**src/rtl/sgc_pkg.sv**
```systemverilog
package sgc_pkg;
  localparam int CHUNK_SHIFT  = 4;
  localparam int CTRL_W       = 32;
  localparam int CTRL_BUSY    = 0;
  localparam int CTRL_DONE    = 8;
  localparam int CTRL_ERR     = 9;
  localparam int BUF_DEPTH    = 2;

  typedef struct packed {
    logic busy;
    logic done;
    logic err;
  } sgc_status_t;

  function automatic logic [CTRL_W-1:0] pack_ctrl(input sgc_status_t s);
    logic [CTRL_W-1:0] w;
    w = '0;
    w[CTRL_BUSY] = s.busy;
    w[CTRL_DONE] = s.done;
    w[CTRL_ERR]  = s.err;
    return w;
  endfunction
endpackage

```
**src/rtl/sgc_walk.sv**
```systemverilog
module sgc_walk #(
  parameter int AW = 32,
  parameter int LW = 16,
  parameter int CS = 4
) (
  input  logic          clk,
  input  logic          rst_n,
  input  logic          load_i,
  input  logic          active_i,
  input  logic [AW-1:0] base_i,
  input  logic [LW-1:0] width_i,
  input  logic [LW-1:0] gap_i,
  input  logic          step_i,
  output logic [AW-1:0] addr_o,
  output logic          eol_o
);
  logic [AW-1:0] addr_q;
  logic [LW-1:0] col_q, width_q, gap_q;

  function automatic logic [AW-1:0] line_jump(input logic [LW-1:0] gap);
    logic [AW-1:0] g;
    g = AW'(gap);
    return (g + AW'(1)) << CS;
  endfunction

  assign eol_o  = (col_q == width_q - LW'(1));
  assign addr_o = addr_q;

  always_ff @(posedge clk) begin
    if (!rst_n) begin
      addr_q  <= '0;
      col_q   <= '0;
      width_q <= '0;
      gap_q   <= '0;
    end else if (load_i) begin
      addr_q  <= base_i;
      col_q   <= '0;
      width_q <= width_i;
      gap_q   <= gap_i;
    end else if (step_i) begin
      if (eol_o) begin
        col_q  <= '0;
        addr_q <= addr_q + line_jump(gap_q);
      end else begin
        col_q  <= col_q + LW'(1);
        addr_q <= addr_q + (AW'(1) << CS);
      end
    end
  end

  assert_col_in_line_R2: assert property (@(posedge clk) disable iff (!rst_n)
    (active_i && width_q != '0) |-> (col_q < width_q));
endmodule

```
**src/rtl/sgc_buf2.sv**
```systemverilog
module sgc_buf2 #(
  parameter int DW = 128
) (
  input  logic          clk,
  input  logic          rst_n,
  input  logic          push_i,
  input  logic [DW-1:0] din_i,
  input  logic          pop_i,
  output logic [DW-1:0] dout_o,
  output logic          empty_o,
  output logic [1:0]    count_o
);
  logic [DW-1:0] mem_q [2];
  logic          wp_q, rp_q;
  logic [1:0]    cnt_q;

  assign dout_o  = mem_q[rp_q];
  assign empty_o = (cnt_q == 2'd0);
  assign count_o = cnt_q;

  always_ff @(posedge clk) begin
    if (!rst_n) begin
      wp_q     <= 1'b0;
      rp_q     <= 1'b0;
      cnt_q    <= 2'd0;
      mem_q[0] <= '0;
      mem_q[1] <= '0;
    end else begin
      if (push_i) begin
        mem_q[wp_q] <= din_i;
        wp_q        <= ~wp_q;
      end
      if (pop_i) rp_q <= ~rp_q;
      cnt_q <= cnt_q + (push_i ? 2'd1 : 2'd0) - (pop_i ? 2'd1 : 2'd0);
    end
  end

  assert_no_overflow_R8: assert property (@(posedge clk) disable iff (!rst_n)
    push_i |-> (cnt_q < 2'd2 || pop_i));
  assert_no_underflow_R4: assert property (@(posedge clk) disable iff (!rst_n)
    pop_i |-> (cnt_q != 2'd0));
endmodule

```
**src/rtl/sgc_dma.sv**
```systemverilog
module sgc_dma
  import sgc_pkg::*;
#(
  parameter int AW = 32,
  parameter int DW = 128,
  parameter int LW = 16
) (
  input  logic            clk,
  input  logic            rst_n,
  input  logic [AW-4:0]   src_base_i,
  input  logic [AW-4:0]   dst_base_i,
  input  logic [AW-1:0]   size_i,
  input  logic [2*LW-1:0] src_geom_i,
  input  logic [2*LW-1:0] dst_geom_i,
  input  logic            start_i,
  output logic [31:0]     ctrl_o,
  output logic            irq_o,
  output logic            rd_req_o,
  output logic [AW-1:0]   rd_addr_o,
  input  logic            rd_gnt_i,
  input  logic            rd_valid_i,
  input  logic [DW-1:0]   rd_data_i,
  output logic            wr_req_o,
  output logic [AW-1:0]   wr_addr_o,
  output logic [DW-1:0]   wr_data_o,
  input  logic            wr_gnt_i
);
  localparam int CW = AW - CHUNK_SHIFT;

  logic          busy_q, done_q, err_q;
  logic [CW-1:0] rd_left_q, wr_left_q;
  logic [1:0]    inflight_q, buf_cnt;
  logic          buf_empty;
  logic [2:0]    occ;
  logic          src_eol, dst_eol;

  // named events for assertions
  logic start_req, cfg_bad, start_ok, start_bad, rd_fire, wr_fire, last_write, finish_evt;

  function automatic logic bad_cfg(input logic [AW-1:0] sz, input logic [LW-1:0] ws,
                                   input logic [LW-1:0] wd);
    return (sz == '0) || (sz[CHUNK_SHIFT-1:0] != '0) || (ws == '0) || (wd == '0);
  endfunction

  assign start_req  = start_i && !busy_q;
  assign cfg_bad    = bad_cfg(size_i, src_geom_i[LW-1:0], dst_geom_i[LW-1:0]);
  assign start_ok   = start_req && !cfg_bad;
  assign start_bad  = start_req && cfg_bad;
  assign occ        = {1'b0, inflight_q} + {1'b0, buf_cnt};
  assign rd_req_o   = busy_q && (rd_left_q != '0) && (occ < 3'(BUF_DEPTH));
  assign wr_req_o   = busy_q && !buf_empty;
  assign rd_fire    = rd_req_o && rd_gnt_i;
  assign wr_fire    = wr_req_o && wr_gnt_i;
  assign last_write = wr_fire && (wr_left_q == CW'(1));
  assign finish_evt = last_write || start_bad;

  sgc_walk #(.AW(AW), .LW(LW), .CS(CHUNK_SHIFT)) u_src_walk (
    .clk(clk), .rst_n(rst_n), .load_i(start_ok), .active_i(busy_q),
    .base_i({src_base_i, 3'b000}), .width_i(src_geom_i[LW-1:0]),
    .gap_i(src_geom_i[2*LW-1:LW]), .step_i(rd_fire),
    .addr_o(rd_addr_o), .eol_o(src_eol));

  sgc_walk #(.AW(AW), .LW(LW), .CS(CHUNK_SHIFT)) u_dst_walk (
    .clk(clk), .rst_n(rst_n), .load_i(start_ok), .active_i(busy_q),
    .base_i({dst_base_i, 3'b000}), .width_i(dst_geom_i[LW-1:0]),
    .gap_i(dst_geom_i[2*LW-1:LW]), .step_i(wr_fire),
    .addr_o(wr_addr_o), .eol_o(dst_eol));

  sgc_buf2 #(.DW(DW)) u_buf (
    .clk(clk), .rst_n(rst_n), .push_i(rd_valid_i), .din_i(rd_data_i),
    .pop_i(wr_fire), .dout_o(wr_data_o), .empty_o(buf_empty), .count_o(buf_cnt));

  always_ff @(posedge clk) begin
    if (!rst_n) begin
      busy_q     <= 1'b0;
      done_q     <= 1'b0;
      err_q      <= 1'b0;
      irq_o      <= 1'b0;
      rd_left_q  <= '0;
      wr_left_q  <= '0;
      inflight_q <= 2'd0;
    end else begin
      irq_o      <= finish_evt;
      inflight_q <= inflight_q + (rd_fire ? 2'd1 : 2'd0) - (rd_valid_i ? 2'd1 : 2'd0);
      if (start_req) begin
        busy_q <= start_ok;
        done_q <= start_bad;
        err_q  <= start_bad;
      end else if (last_write) begin
        busy_q <= 1'b0;
        done_q <= 1'b1;
      end
      if (start_ok) begin
        rd_left_q <= size_i[AW-1:CHUNK_SHIFT];
        wr_left_q <= size_i[AW-1:CHUNK_SHIFT];
      end else begin
        if (rd_fire) rd_left_q <= rd_left_q - CW'(1);
        if (wr_fire) wr_left_q <= wr_left_q - CW'(1);
      end
    end
  end

  always_comb begin
    sgc_status_t st;
    st.busy = busy_q;
    st.done = done_q;
    st.err  = err_q;
    ctrl_o  = pack_ctrl(st);
  end

  assert_occ_limit_R8: assert property (@(posedge clk) disable iff (!rst_n)
    occ <= 3'(BUF_DEPTH));
  assert_irq_with_done_R6: assert property (@(posedge clk) disable iff (!rst_n)
    irq_o |-> ctrl_o[CTRL_DONE]);
  assert_done_not_busy_R5: assert property (@(posedge clk) disable iff (!rst_n)
    $rose(done_q) |-> !busy_q);
  assert_err_idle_R7: assert property (@(posedge clk) disable iff (!rst_n)
    err_q |-> (!busy_q && done_q));
  assert_no_extra_write_R4: assert property (@(posedge clk) disable iff (!rst_n)
    wr_fire |-> (wr_left_q != '0));
  assert_no_extra_read_R4: assert property (@(posedge clk) disable iff (!rst_n)
    rd_fire |-> (rd_left_q != '0));
  assert_ignore_busy_start_R9: assert property (@(posedge clk) disable iff (!rst_n)
    (busy_q && start_i && !last_write) |=> busy_q);
endmodule

```
**config.mk**
```make
export PLATFORM = sky130hd
export DESIGN_NAME = sgc_dma
export DESIGN_NICKNAME = d
export VERILOG_FILES = /design/src/rtl/sgc_pkg.sv /design/src/rtl/sgc_walk.sv /design/src/rtl/sgc_buf2.sv /design/src/rtl/sgc_dma.sv
export SDC_FILE = /design/constraint.sdc
export NUM_CORES = 1
export LEC_CHECK = 0
export BUFFER_PORTS_ARGS = -buffer_cell sky130_fd_sc_hd__buf_2
export CAP_MARGIN = 20
export CORE_MARGIN = 5
export CORE_UTILIZATION = 60
export CTS_CLUSTER_DIAMETER = 60
export CTS_CLUSTER_SIZE = 12
export DETAILED_ROUTE_END_ITERATION = 7
export HOLD_SLACK_MARGIN = 0.15
export PLACE_DENSITY_LB_ADDON = 0.08
export SLEW_MARGIN = 25
export SYNTH_ARGS = -nofsm -noshare
export SYNTH_HDL_FRONTEND = slang
export SYNTH_SLANG_ARGS = --single-unit
```
**constraint.sdc**
```tcl
create_clock -name clk -period 16.43 [get_ports clk]
set_clock_uncertainty 0.15 [all_clocks]
set_input_delay 1.643 -clock clk [delete_from_list [all_inputs] [get_ports clk]]
set_output_delay 1.643 -clock clk [all_outputs]
set_load 0.005 [all_outputs]
```
==> flow_metrics.py <==
metrics = {
    "drt": {
        "post-route-drc-count": 0,
        "wl_per_cell_um": 20.6,
        "final_antenna_net_count": 0,
        "avgViaCountPerCell": 5.88,
        "routed_wl_um": 70700,
        "dr_total_vias": 20200,
        "drt_first_pass_iters": 7,
        "dr.first_iter.drc_count": 1696,
    },
    "synth": {
        "synth_top_area_frac": 0.315,
        "yosysUniqueCellTypes": 80,
        "ys_seq_elements": 477,
        "postSynthCellCount": 2456,
        "seq_area_frac_synth": 0.497,
        "dominantRegCellSynth": "edfxtp_1",
        "syn-mean-instance-area_sq_um": 9.93,
        "synth-async-reset-ratio": 0,
        "synth_edf_count": 256,
        "synth_area_leader_cell": "edfxtp_1",
        "synth_commonest_cells": "nand2_1 (289), and2_1 (273), edfxtp_1 (256)",
        "post_synth_instance_area_sq_um": 24400,
        "most_common_cell_in_the_netlist": "nand2_1",
        "ys_warn_count": 0,
        "post_synth_main_area_contributors": "edfxtp_1 (32%), dfxtp_1 (18%), and2_1 (7.0%)",
    },
    "place": {
        "place.detailed.instances": 3342,
        "numPortBuffers": 479,
        "half_perimeter_wire_length_after_detailed_placement_um": 50000,
        "place_congestion": 0.929,
    },
    "power": {
        "ir_worst_vdd_v": 0.0000740,
        "power.density_nw_per_um2": 90.8,
        "switching_power_mw": 0.604,
        "p_seq_frac": 0.520,
        "switching_fraction_of_total_power": 0.235,
        "intPower_mw": 1.97,
        "power.clock.fraction": 0.389,
        "share_comb_of_total_power": 0.091,
        "cellLeakagePower_nw": 11.5,
    },
    "final_layout": {
        "final_layout_size_suffix_gt1_frac": 0.247,
        "net_total_in_the_final_layout": 3204,
        "fill_cells": 3053,
        "finish.cell_count_without_fillers": 3436,
        "ff_latch_area_sq_um": 12100,
        "areaGrowthSynthToFinish_pct": 16.3,
        "multi_input_area_sq_um": 11500,
        "utilization": 0.708,
    },
    "clock_tree": {
        "htreeDepth": 2,
        "cts_made_buffers": 46,
        "cts.sink_count": 477,
        "clock_transition_at_the_registers_of_the_reported_paths_ps": 60,
        "cts-root-to-sink-buffers": 3,
        "tritoncts": "done",
        "cts-hold-fix-buffers": 0,
        "cts.repair_timing.setup_buffer_count": 0,
        "clock_insertion_delay_worst_skew_ps": 590,
        "post_cts_resized": 0,
        "clockRootBuffer": "clkbuf_16",
    },
    "sta": {
        "fmaxAchievable_mhz": 174,
        "post-route-period-util": 0.350,
        "tns_ps": 0,
        "rsz0062_at_grt": "no",
        "min_period_ps": 5750,
        "timing.final.hold_violations": 0,
        "timing_worst_slew_pin_value_ps": 1030,
        "finalSetupViolCount": 0,
        "timing_max_transition_violations_final": 0,
        "relSlewSlack": 0.311,
        "fin_hold_ws_ps": 311,
    },
    "global_route": {
        "grt_first_pass_wirelength_um": 107000,
        "grt_antenna_before_repair": 24,
        "vias_in_the_first_global_route": 19700,
        "grt.overflow.total": 0,
        "grt_start_max_net_pins": 113,
        "globalRouteTotalUtil": 0.299,
    },
    "setup_path": {
        "crit_path_top_delay_cell": "or4b_4",
        "endpoint_kind": "flip-flop",
        "required_ps": 16790,
        "criticalPathCategory": "flip-flop to flip-flop",
        "cp.arrival_ps": 6110,
        "critical_path.cell_chain": "inv_1 -> ha_1 -> or4b_4 -> nor3_1 -> xnor2_1 -> nand4_1 -> a2111oi_4 -> o2111ai_4 -> inv_1 -> nand2_1 -> fa_1 -> nand2b_1 -> a211oi_1 -> o2111ai_1 -> a21o_1 -> o21ai_1 -> nand2_1 -> or4_1 -> a31oi_1",
        "startpoint_type": "flip-flop",
        "cpPeakStageDelay_ps": 600,
        "worstPathMaxFanout": 19,
    },
    "hold_path": {
        "holdCritPathClass": "flip-flop to flip-flop",
    },
    "status": {
        "result_of_the_run": "completed",
    },
    "floorplan": {
        "row_count": 73,
        "die_area_sq_um": 44800,
        "die_width_um": 212,
        "fp.dieH_um": 212,
        "design.core.area_sq_um": 40000,
        "boundaryPins": 515,
        "initial_core_utilization": 0.609,
    },
    "job": {
        "max_cap_viol_count": 0,
    },
}
==> worst max-delay path, delay by kind of cell, from the launching register on <==
family / cells / cell delay, ps
adder cells (fa/ha/maj): 2 / 680
flip-flops: 1 / 350
buffers and inverters: 2 / 270
AND/OR/NAND/NOR: 7 / 1960
XOR/XNOR: 1 / 160
AO/OA/AOI/OAI: 7 / 2100
==> cell type report <==
type                            count  share of cell area
Tap cell                          525              0.0232
Multi-Input combinational cell   1815               0.406
Clock buffer                       72              0.0455
Timing Repair Buffer              494              0.0893
Sequential cell                   477               0.427
Clock inverter                      3             0.00234
Inverter                           31             0.00428
Antenna cell                       19             0.00168
==> cells in the final DEF (no fill, tap or decap), types with 29 or more instances in the layout <==
master / Yosys / layout
buf_2: 5 / 479
nand2_1: 289 / 288
and2_1: 273 / 272
edfxtp_1: 256 / 256
dfxtp_1: 221 / 220
nor2_1: 213 / 211
a21oi_1: 165 / 165
mux2_2: 130 / 130
xnor2_1: 69 / 69
xor2_1: 65 / 65
o21ai_0: 59 / 58
nand3_1: 54 / 54
ha_1: 48 / 48
clkbuf_16: 0 / 46
a31oi_1: 40 / 40
nor3_1: 40 / 39
nor4_1: 35 / 35
conb_1: 1 / 35
inv_1: 30 / 29
and3_1: 30 / 29
==> cells by family after synthesis <==
family | synth area share
and+or+nand+nor | 0.214
DFF | 0.497
AOI/OAI and AO/OA | 0.115
buffers and inverters | 0.0378
xor gates and xnor gates | 0.0481
muxes | 0.0609
adders and majority gates | 0.0271
other | 0.000154
==> power by group through the flow <==
| stage | logic [mW] | registers [mW] | clock network (mW) |
|---|---|---|---|
| global route | 0.255 | 1.34 | 1.07 |
| floorplan | 0.130 | 1.37 | 0 |
| finish | 0.235 | 1.34 | 1.00 |
| global placement | 0.226 | 1.36 | 0 |
| detailed placement | 0.232 | 1.36 | 0 |
| CTS | 0.234 | 1.34 | 1.02 |
==> stage by stage <==
step | instance area (sq um) | power (mW) | setup WS [ps]
after floorplan | 24500 | 1.50 | 4870
after global placement | 26900 | 1.59 | 10970
after detailed placement | 26900 | 1.59 | 10750
after CTS | 28300 | 2.59 | 10750
after global routing | 28300 | 2.67 | 10370
final | 28300 | 2.57 | 10680
==> state kept, by name, summed over array words and instances, names as in the netlist, 16 cells and up, named ones only <==
name / count
u_buf.mem_q: 256
u_dst_walk.addr_o: 29
u_src_walk.addr_o: 29
rd_left_q: 28
wr_left_q: 28
u_dst_walk.col_q: 16
u_dst_walk.gap_q: 16
u_dst_walk.width_q: 16
u_src_walk.col_q: 16
u_src_walk.gap_q: 16
u_src_walk.width_q: 16
==> routing by layer <==
metal | GRT usage | vias to the layer above | routed length [um]
met2 | 0.501 | 861 | 34000
met4 | 0.0982 | 22 | 2310
met1 | 0.386 | 9660 | 27500
met3 | 0.0720 | 149 | 6810
met5 | 0 | - | 145
li1 | - | 9500 | -
==> path summary, 6_finish.rpt <==
path	endpoint	cells past startpoint	slack [ps]	start
setup / recovery	u_dst_walk.addr_o[28]$_SDFFE_PN0P_	19	10680	u_dst_walk.width_q[0]$_SDFFE_PN0P_
setup reg to reg	u_dst_walk.addr_o[28]$_SDFFE_PN0P_	19	10680	u_dst_walk.width_q[0]$_SDFFE_PN0P_
hold reg to reg	u_src_walk.addr_o[3]$_SDFFE_PN0P_	2	310	u_src_walk.addr_o[3]$_SDFFE_PN0P_
hold / removal	u_src_walk.addr_o[3]$_SDFFE_PN0P_	2	310	u_src_walk.addr_o[3]$_SDFFE_PN0P_
No activity file was read; power rests on OpenSTA's default activity.
